==> src/rtl/tdm_lead_pkg.sv <==
package tdm_lead_pkg;

   typedef logic [1:0] lead_code_t;

   localparam int BITS_PER_BYTE = 8;

   // Lead in system clocks for a code and a step size.
   function automatic int lead_cycles(lead_code_t code, int step);
      return int'(code) * step;
   endfunction

endpackage

==> src/rtl/tdm_lead_frame_ctr.sv <==
module tdm_lead_frame_ctr #(
   parameter int POS_W = 14
) (
   input  logic             clk,
   input  logic             rst_n,
   input  logic             frame_pulse,
   output logic [POS_W-1:0] cnt_q,
   output logic [POS_W-1:0] cnt_next
);

   // The frame length is a power of two, so the count wraps by itself.
   always_comb begin
      if (frame_pulse) cnt_next = '0;
      else             cnt_next = cnt_q + POS_W'(1);
   end

   always_ff @(posedge clk or negedge rst_n) begin
      if (!rst_n) cnt_q <= '0;
      else        cnt_q <= cnt_next;
   end

endmodule

==> src/rtl/tdm_lead_cfg_bank.sv <==
module tdm_lead_cfg_bank
   import tdm_lead_pkg::*;
#(
   parameter int N     = 32,
   parameter int IDX_W = 5
) (
   input  logic             clk,
   input  logic             rst_n,
   input  logic             frame_pulse,
   input  logic             wr_en,
   input  logic [IDX_W-1:0] wr_idx,
   input  lead_code_t       wr_code,
   output logic [2*N-1:0]   act_flat,
   output logic [2*N-1:0]   eff_flat
);

   for (genvar i = 0; i < N; i++) begin : g_slot
      lead_code_t pend_q;
      lead_code_t act_q;

      always_ff @(posedge clk or negedge rst_n) begin
         if (!rst_n) begin
            pend_q <= '0;
            act_q  <= '0;
         end else begin
            if (wr_en && wr_idx == IDX_W'(i)) pend_q <= wr_code;
            if (frame_pulse)                  act_q  <= pend_q;
         end
      end

      // On the strobe edge the serializer already uses the new value.
      assign eff_flat[2*i +: 2] = frame_pulse ? pend_q : act_q;
      assign act_flat[2*i +: 2] = act_q;
   end

endmodule

==> src/rtl/tdm_lead_serializer.sv <==
module tdm_lead_serializer
   import tdm_lead_pkg::*;
#(
   parameter int POS_W     = 14,
   parameter int BIT_SH    = 4,
   parameter int CH_W      = 7,
   parameter int LEAD_STEP = 2
) (
   input  logic             clk,
   input  logic             rst_n,
   input  logic             frame_pulse,
   input  logic [POS_W-1:0] cnt_next,
   input  lead_code_t       code,
   input  logic [7:0]       tx_byte,
   output logic             ser_q,
   output logic             req_q,
   output logic [CH_W-1:0]  req_chan_q
);

   localparam int SLOT_W = BIT_SH + 3;

   logic [POS_W-1:0] lead_cyc;
   logic [POS_W-1:0] pos_next;
   logic [2:0]       bit_sel;
   logic             at_bit;
   logic             last_slot;
   logic [7:0]       byte_q;
   logic [7:0]       src_byte;

   assign lead_cyc  = POS_W'(lead_cycles(code, LEAD_STEP));
   assign pos_next  = cnt_next + lead_cyc;
   assign bit_sel   = pos_next[BIT_SH +: 3];
   assign at_bit    = (pos_next[BIT_SH-1:0] == '0);
   assign last_slot = &pos_next[SLOT_W-1:0];
   assign src_byte  = req_q ? tx_byte : byte_q;

   always_ff @(posedge clk or negedge rst_n) begin
      if (!rst_n) begin
         byte_q     <= '0;
         ser_q      <= 1'b0;
         req_q      <= 1'b0;
         req_chan_q <= '0;
      end else begin
         req_q      <= last_slot;
         req_chan_q <= pos_next[POS_W-1 -: CH_W] + CH_W'(1);
         if (req_q) byte_q <= tx_byte;
         if (at_bit || frame_pulse) ser_q <= src_byte[~bit_sel];
      end
   end

endmodule

==> src/rtl/tdm_out_lead.sv <==
module tdm_out_lead
   import tdm_lead_pkg::*;
#(
   parameter int N_LCL        = 32,
   parameter int N_BP         = 32,
   parameter int CHANNELS     = 128,
   parameter int CLKS_PER_BIT = 16,
   parameter int LEAD_STEP    = 2,
   localparam int N_MAX       = (N_LCL > N_BP) ? N_LCL : N_BP,
   localparam int IDX_W       = (N_MAX > 1) ? $clog2(N_MAX) : 1,
   localparam int CH_W        = (CHANNELS > 1) ? $clog2(CHANNELS) : 1
) (
   input  logic                   clk,
   input  logic                   rst_n,
   input  logic                   frame_pulse,
   input  logic                   cfg_we,
   input  logic                   cfg_bank,
   input  logic [IDX_W-1:0]       cfg_idx,
   input  logic [1:0]             cfg_code,
   input  logic [N_LCL*8-1:0]     lcl_byte,
   input  logic [N_BP*8-1:0]      bp_byte,
   output logic [N_LCL-1:0]       lcl_ser,
   output logic [N_BP-1:0]        bp_ser,
   output logic [N_LCL-1:0]       lcl_req,
   output logic [N_BP-1:0]        bp_req,
   output logic [N_LCL*CH_W-1:0]  lcl_req_chan,
   output logic [N_BP*CH_W-1:0]   bp_req_chan
);

   localparam int BIT_SH = $clog2(CLKS_PER_BIT);
   localparam int POS_W  = CH_W + 3 + BIT_SH;

   if ((1 << BIT_SH) != CLKS_PER_BIT || BIT_SH < 2) begin : g_bad_bit
      $error("CLKS_PER_BIT must be a power of two of at least 4");
   end
   if ((1 << CH_W) != CHANNELS || CHANNELS < 2) begin : g_bad_ch
      $error("CHANNELS must be a power of two of at least 2");
   end
   if (3 * LEAD_STEP >= CLKS_PER_BIT) begin : g_bad_lead
      $error("largest lead must stay below one bit period");
   end
   if (N_LCL < 1 || N_BP < 1) begin : g_bad_n
      $error("each bank needs at least one stream");
   end

   logic [POS_W-1:0]   cnt_q;
   logic [POS_W-1:0]   cnt_next;
   logic [2*N_LCL-1:0] lcl_act_flat;
   logic [2*N_LCL-1:0] lcl_eff_flat;
   logic [2*N_BP-1:0]  bp_act_flat;
   logic [2*N_BP-1:0]  bp_eff_flat;

   tdm_lead_frame_ctr #(.POS_W(POS_W)) u_ctr (
      .clk         (clk),
      .rst_n       (rst_n),
      .frame_pulse (frame_pulse),
      .cnt_q       (cnt_q),
      .cnt_next    (cnt_next)
   );

   tdm_lead_cfg_bank #(.N(N_LCL), .IDX_W(IDX_W)) u_lcl_cfg (
      .clk         (clk),
      .rst_n       (rst_n),
      .frame_pulse (frame_pulse),
      .wr_en       (cfg_we && !cfg_bank),
      .wr_idx      (cfg_idx),
      .wr_code     (cfg_code),
      .act_flat    (lcl_act_flat),
      .eff_flat    (lcl_eff_flat)
   );

   tdm_lead_cfg_bank #(.N(N_BP), .IDX_W(IDX_W)) u_bp_cfg (
      .clk         (clk),
      .rst_n       (rst_n),
      .frame_pulse (frame_pulse),
      .wr_en       (cfg_we && cfg_bank),
      .wr_idx      (cfg_idx),
      .wr_code     (cfg_code),
      .act_flat    (bp_act_flat),
      .eff_flat    (bp_eff_flat)
   );

   for (genvar s = 0; s < N_LCL; s++) begin : g_lcl
      tdm_lead_serializer #(
         .POS_W(POS_W), .BIT_SH(BIT_SH), .CH_W(CH_W), .LEAD_STEP(LEAD_STEP)
      ) u_ser (
         .clk         (clk),
         .rst_n       (rst_n),
         .frame_pulse (frame_pulse),
         .cnt_next    (cnt_next),
         .code        (lcl_eff_flat[2*s +: 2]),
         .tx_byte     (lcl_byte[8*s +: 8]),
         .ser_q       (lcl_ser[s]),
         .req_q       (lcl_req[s]),
         .req_chan_q  (lcl_req_chan[CH_W*s +: CH_W])
      );
   end

   for (genvar s = 0; s < N_BP; s++) begin : g_bp
      tdm_lead_serializer #(
         .POS_W(POS_W), .BIT_SH(BIT_SH), .CH_W(CH_W), .LEAD_STEP(LEAD_STEP)
      ) u_ser (
         .clk         (clk),
         .rst_n       (rst_n),
         .frame_pulse (frame_pulse),
         .cnt_next    (cnt_next),
         .code        (bp_eff_flat[2*s +: 2]),
         .tx_byte     (bp_byte[8*s +: 8]),
         .ser_q       (bp_ser[s]),
         .req_q       (bp_req[s]),
         .req_chan_q  (bp_req_chan[CH_W*s +: CH_W])
      );
   end

endmodule

==> config.mk <==
export PLATFORM = sky130hd
export DESIGN_NAME = tdm_out_lead
export DESIGN_NICKNAME = d
export VERILOG_FILES = /design/src/rtl/tdm_lead_pkg.sv /design/src/rtl/tdm_lead_frame_ctr.sv /design/src/rtl/tdm_lead_cfg_bank.sv /design/src/rtl/tdm_lead_serializer.sv /design/src/rtl/tdm_out_lead.sv
export SDC_FILE = /design/constraint.sdc
export NUM_CORES = 2
export LEC_CHECK = 0
export CORE_MARGIN = 4
export CORE_UTILIZATION = 35
export DETAILED_ROUTE_END_ITERATION = 7
export PLACE_DENSITY_LB_ADDON = 0.05
export SYNTH_ARGS = -nofsm -noshare
export SYNTH_HDL_FRONTEND = slang
export SYNTH_SLANG_ARGS = --single-unit
export TNS_END_PERCENT = 1
==> constraint.sdc <==
create_clock -name clk -period 8.6 [get_ports clk]
set_input_delay 2.58 -clock clk [delete_from_list [all_inputs] [get_ports clk]]
set_output_delay 2.58 -clock clk [all_outputs]
set_load 0.01 [all_outputs]
==> reports/qor.csv <==
stage,metric,value,unit
finish,instances_no_fill,10100,
logic_synthesis,ys_warn_count,0,
logic_synthesis,ys_ff_latch,1358,
clock_network,cts.htree.levels,4,
logic_synthesis,synth_edf_count,0,
global_route,antenna_found_initial,22,
clock_network,numCtsBuffers,164,
timing,rsz0062_at_grt,no,
status,status,"finished, final reports clean",
critical_path,worst_setup_path_end_kind,flip-flop,
min_path,min_delay_path_depth,2,
logic_synthesis,avgSynthCellArea,11.6,µm²
clock_network,cts_tree,built,
drt,vias_per_cell,5.23,
timing,clock-skew-final,37.7,ps
clock_network,post-cts-setup-buffers,0,
critical_path,crit_buf_inv,4,
critical_path,worst-r2r-cell-count,13,
floorplan,io_pins,1100,
clock_network,clockBufferDepth,3,
floorplan,row_count,167,
finish,area_growth,25.5,%
drt,wl_per_cell,30.3,µm
floorplan,die-area,216000,µm²
finish,drive_gt1_frac,0.200,
timing,setup-tns-final,0,ps
floorplan,initial_utilization,0.352,
timing,finalHoldViolations,0,
critical_path,cp_max_fo,96,
global_route,grt_overflow,0,
logic_synthesis,synth_ff_type,dfrtp_1,
critical_path,slowest_delay,950,ps
global_route,grt_pass1_vias,55400,
clock_network,worstSkewPairLatency,830,ps
drt,drt_wl_total,305000,µm
critical_path,rrSetupSlack,2350,ps
logic_synthesis,ys_types,79,
placement,place_congestion,0.844,
critical_path,critPathRequiredTime,9310,ps
floorplan,die_h,464,µm
global_route,grt_pass1_wl,431000,µm
logic_synthesis,synth_cells,6288,
drt,route.detailed.drc,0,
logic_synthesis,seq_area_frac_synth,0.466,
clock_network,ctsRootBufferMaster,clkbuf_16,
critical_path,path_cells,"buf_4, nand3_1, xnor2_4, buf_12, o311a_4, buf_4, nand2_1, xnor2_1, inv_1, ha_1, nor2b_1, nand2_1, xor2_1",
pwr,power_density,164,nW/µm²
finish,num-fill-cells,19300,
clock_network,cts.sinks,1358,
min_path,min_from,g_lcl[14].u_ser.ser_q,
placement,placed_cells,9759,
job,maxCapViolCount,0,
timing,setup_viol,0,
min_path,holdPathEnd,g_lcl[14].u_ser.ser_q,
critical_path,reg2reg_to,g_bp[5].u_ser.req_chan_q[4],
timing,final_max_slew_viol_count,0,
finish,finalNetCount,7918,
min_path,hold_path.class,reg2reg,
timing,slew_headroom,0.0260,
critical_path,cpMaxStageDelayCell,dfrtp_4,
clock_network,path_clk_slew,60,ps
drt,firstDrtPassIters,5,
timing,whs,481,ps
finish,post-route-util,0.442,
clock_network,ctsHoldBuffers,0,
timing,worst_slew_pin_slew,1450,ps
pwr,vdd_drop_max,0.204,mV
drt,drt_iter0_drc,3943,
timing,period_needed,6250,ps
placement,dp_hpwl,217000,µm
floorplan,core_area,207000,µm²
logic_synthesis,synth_nets,7069,
global_route,grt_max_degree,147,
placement,port_buffers,1099,
timing,post-route-period-util,0.727,
critical_path,cp_top_family,buffers and inverters,
logic_synthesis,netlist_area,72900,µm²
logic_synthesis,async_flop_share,1.00,
global_route,grt_usage,0.277,
floorplan,die_w,464,µm
pwr,leakagePower,38.8,nW
pwr,total_power,15.0,mW
drt,via_count,52600,
critical_path,critical_path_class,reg2reg,
drt,drt.antenna.violating_nets,0,
critical_path,cp-start-kind,flip-flop,
critical_path,cp.arrival,6970,ps
critical_path,r2r_start,u_ctr.cnt_q[0],
timing,max_freq,0.160,GHz
clock_network,ctsResizeCount,0,
## worst register-to-register path: cells and delay by family (launching register included)
kind | cells | cell delay [ps]
adders and majority gates | 1 | 230
AOI/OAI and AO/OA | 1 | 1020
buffers and inverters | 4 | 1890
xor gates and xnor gates | 3 | 1160
DFF | 1 | 950
and+or+nand+nor | 4 | 910
## final cells by class
class	instances	area, µm²	area share
Tap cell	2788	3490	0.0381
Multi-Input combinational cell	4318	36200	0.396
Sequential cell	1358	34000	0.372
Clock inverter	45	564	0.00617
Inverter	106	422	0.00461
Antenna cell	9	22.5	0.000246
Timing Repair Buffer	1189	11900	0.130
Clock buffer	243	4870	0.0532
## synth_stat cells (34+ instances only)
| library cell | count | area (µm²) |
|---|---|---|
| nand4_1 | 89 | 557 |
| mux2i_1 | 204 | 2040 |
| buf_4 | 146 | 1100 |
| a21oi_1 | 94 | 470 |
| a31oi_1 | 75 | 469 |
| nor4_1 | 65 | 407 |
| buf_2 | 129 | 646 |
| mux2_2 | 940 | 10600 |
| nor3_1 | 172 | 861 |
| inv_1 | 102 | 383 |
| nor2_1 | 317 | 1190 |
| nand2_1 | 337 | 1260 |
| nand3_1 | 298 | 1490 |
| fa_1 | 64 | 1280 |
| clkbuf_1 | 203 | 762 |
| o21ai_1 | 34 | 170 |
| xor2_1 | 222 | 1940 |
| xnor2_1 | 810 | 7090 |
| ha_1 | 193 | 2410 |
| dfrtp_1 | 1358 | 34000 |
| a22oi_2 | 34 | 425 |
## stage by stage
stage               instance area (µm²)  setup WS, ps
floorplan                         72900           216
global placement                  86000          1560
detailed placement                86000          1540
CTS                               91400          2390
global route                      91400          2180
finish                            91500          2350
## cells by family (layout without fill, tap and decap cells)
group                    count (synthesis)  in the layout  synth area share
AO/OA/AOI/OAI                          386            386            0.0375
multiplexers                          1147           1147             0.174
AND/OR/NAND/NOR                       1495           1495             0.106
adder cells (fa/ha/maj)                257            257            0.0507
XOR/XNOR                              1033           1033             0.124
buffers and inverters                  612           1583            0.0415
other                                    0              9                 0
flip-flops                            1358           1358             0.466
## registers in the layout, summed over array words and instances, names as in the netlist
name                     cells
g_bp.u_ser.byte_q          256
g_lcl.u_ser.byte_q         256
g_bp.u_ser.req_chan_q      224
g_lcl.u_ser.req_chan_q     224
u_bp_cfg.g_slot.act_q       64
u_bp_cfg.g_slot.pend_q      64
u_lcl_cfg.g_slot.act_q      64
u_lcl_cfg.g_slot.pend_q     64
g_bp.u_ser.req_q            32
g_bp.u_ser.ser_q            32
g_lcl.u_ser.req_q           32
g_lcl.u_ser.ser_q           32
u_ctr.cnt_q                 14
## per-layer routing
| metal | vias to the layer above | GRT usage | share of wire |
|---|---|---|---|
| met3 | 446 | 0.0588 | 0.064 |
| li1 | 23400 | - | - |
| met5 | - | 0 | 0.00043 |
| met4 | 18 | 0.103 | 0.042 |
| met1 | 26900 | 0.366 | 0.43 |
| met2 | 1900 | 0.447 | 0.46 |
## worst max-delay path by stage
stage	from	to	cells past startpoint
final	u_ctr.cnt_q[0]	g_bp[5].u_ser.req_chan_q[4]	13
after global routing	frame_pulse	g_lcl[7].u_ser.req_chan_q[6]	12
after CTS	u_ctr.cnt_q[0]	g_bp[5].u_ser.req_chan_q[4]	13
after detailed placement	frame_pulse	g_lcl[7].u_ser.req_chan_q[6]	12
after global placement	frame_pulse	g_lcl[7].u_ser.req_chan_q[6]	12
after floorplan	frame_pulse	g_bp[7].u_ser.ser_q	15
## placed cells by master (no fill, tap or decap), types with 17 or more instances in the layout
cell and instances:
a211oi_1 22, a21oi_1 93, a22oi_1 30, a22oi_2 34, a31oi_1 75, and3_1 26, buf_12 18, buf_4 74
clkbuf_1 40, clkbuf_16 171, clkbuf_8 32, clkdlybuf4s50_1 1095, clkinv_2 20, dfrtp_1 1357, fa_1 64, ha_1 193
inv_1 100, mux2_2 940, mux2i_1 203, nand2_1 336, nand3_1 297, nand3b_1 21, nand4_1 89, nor2_1 310
nor3_1 164, nor3_2 30, nor3b_1 20, nor3b_2 22, nor4_1 64, o21ai_0 17, o21ai_1 33, or3_1 19
xnor2_1 810, xor2_1 221
## power breakdown
part	internal (mW)	total (mW)	switching (mW)	leakage (nW)
clock network	4.25	7.10	2.85	2.66
logic	0.549	1.23	0.679	17.7
registers	6.56	6.64	0.0751	18.5
Note: power is estimated with default switching activity, not from simulation.
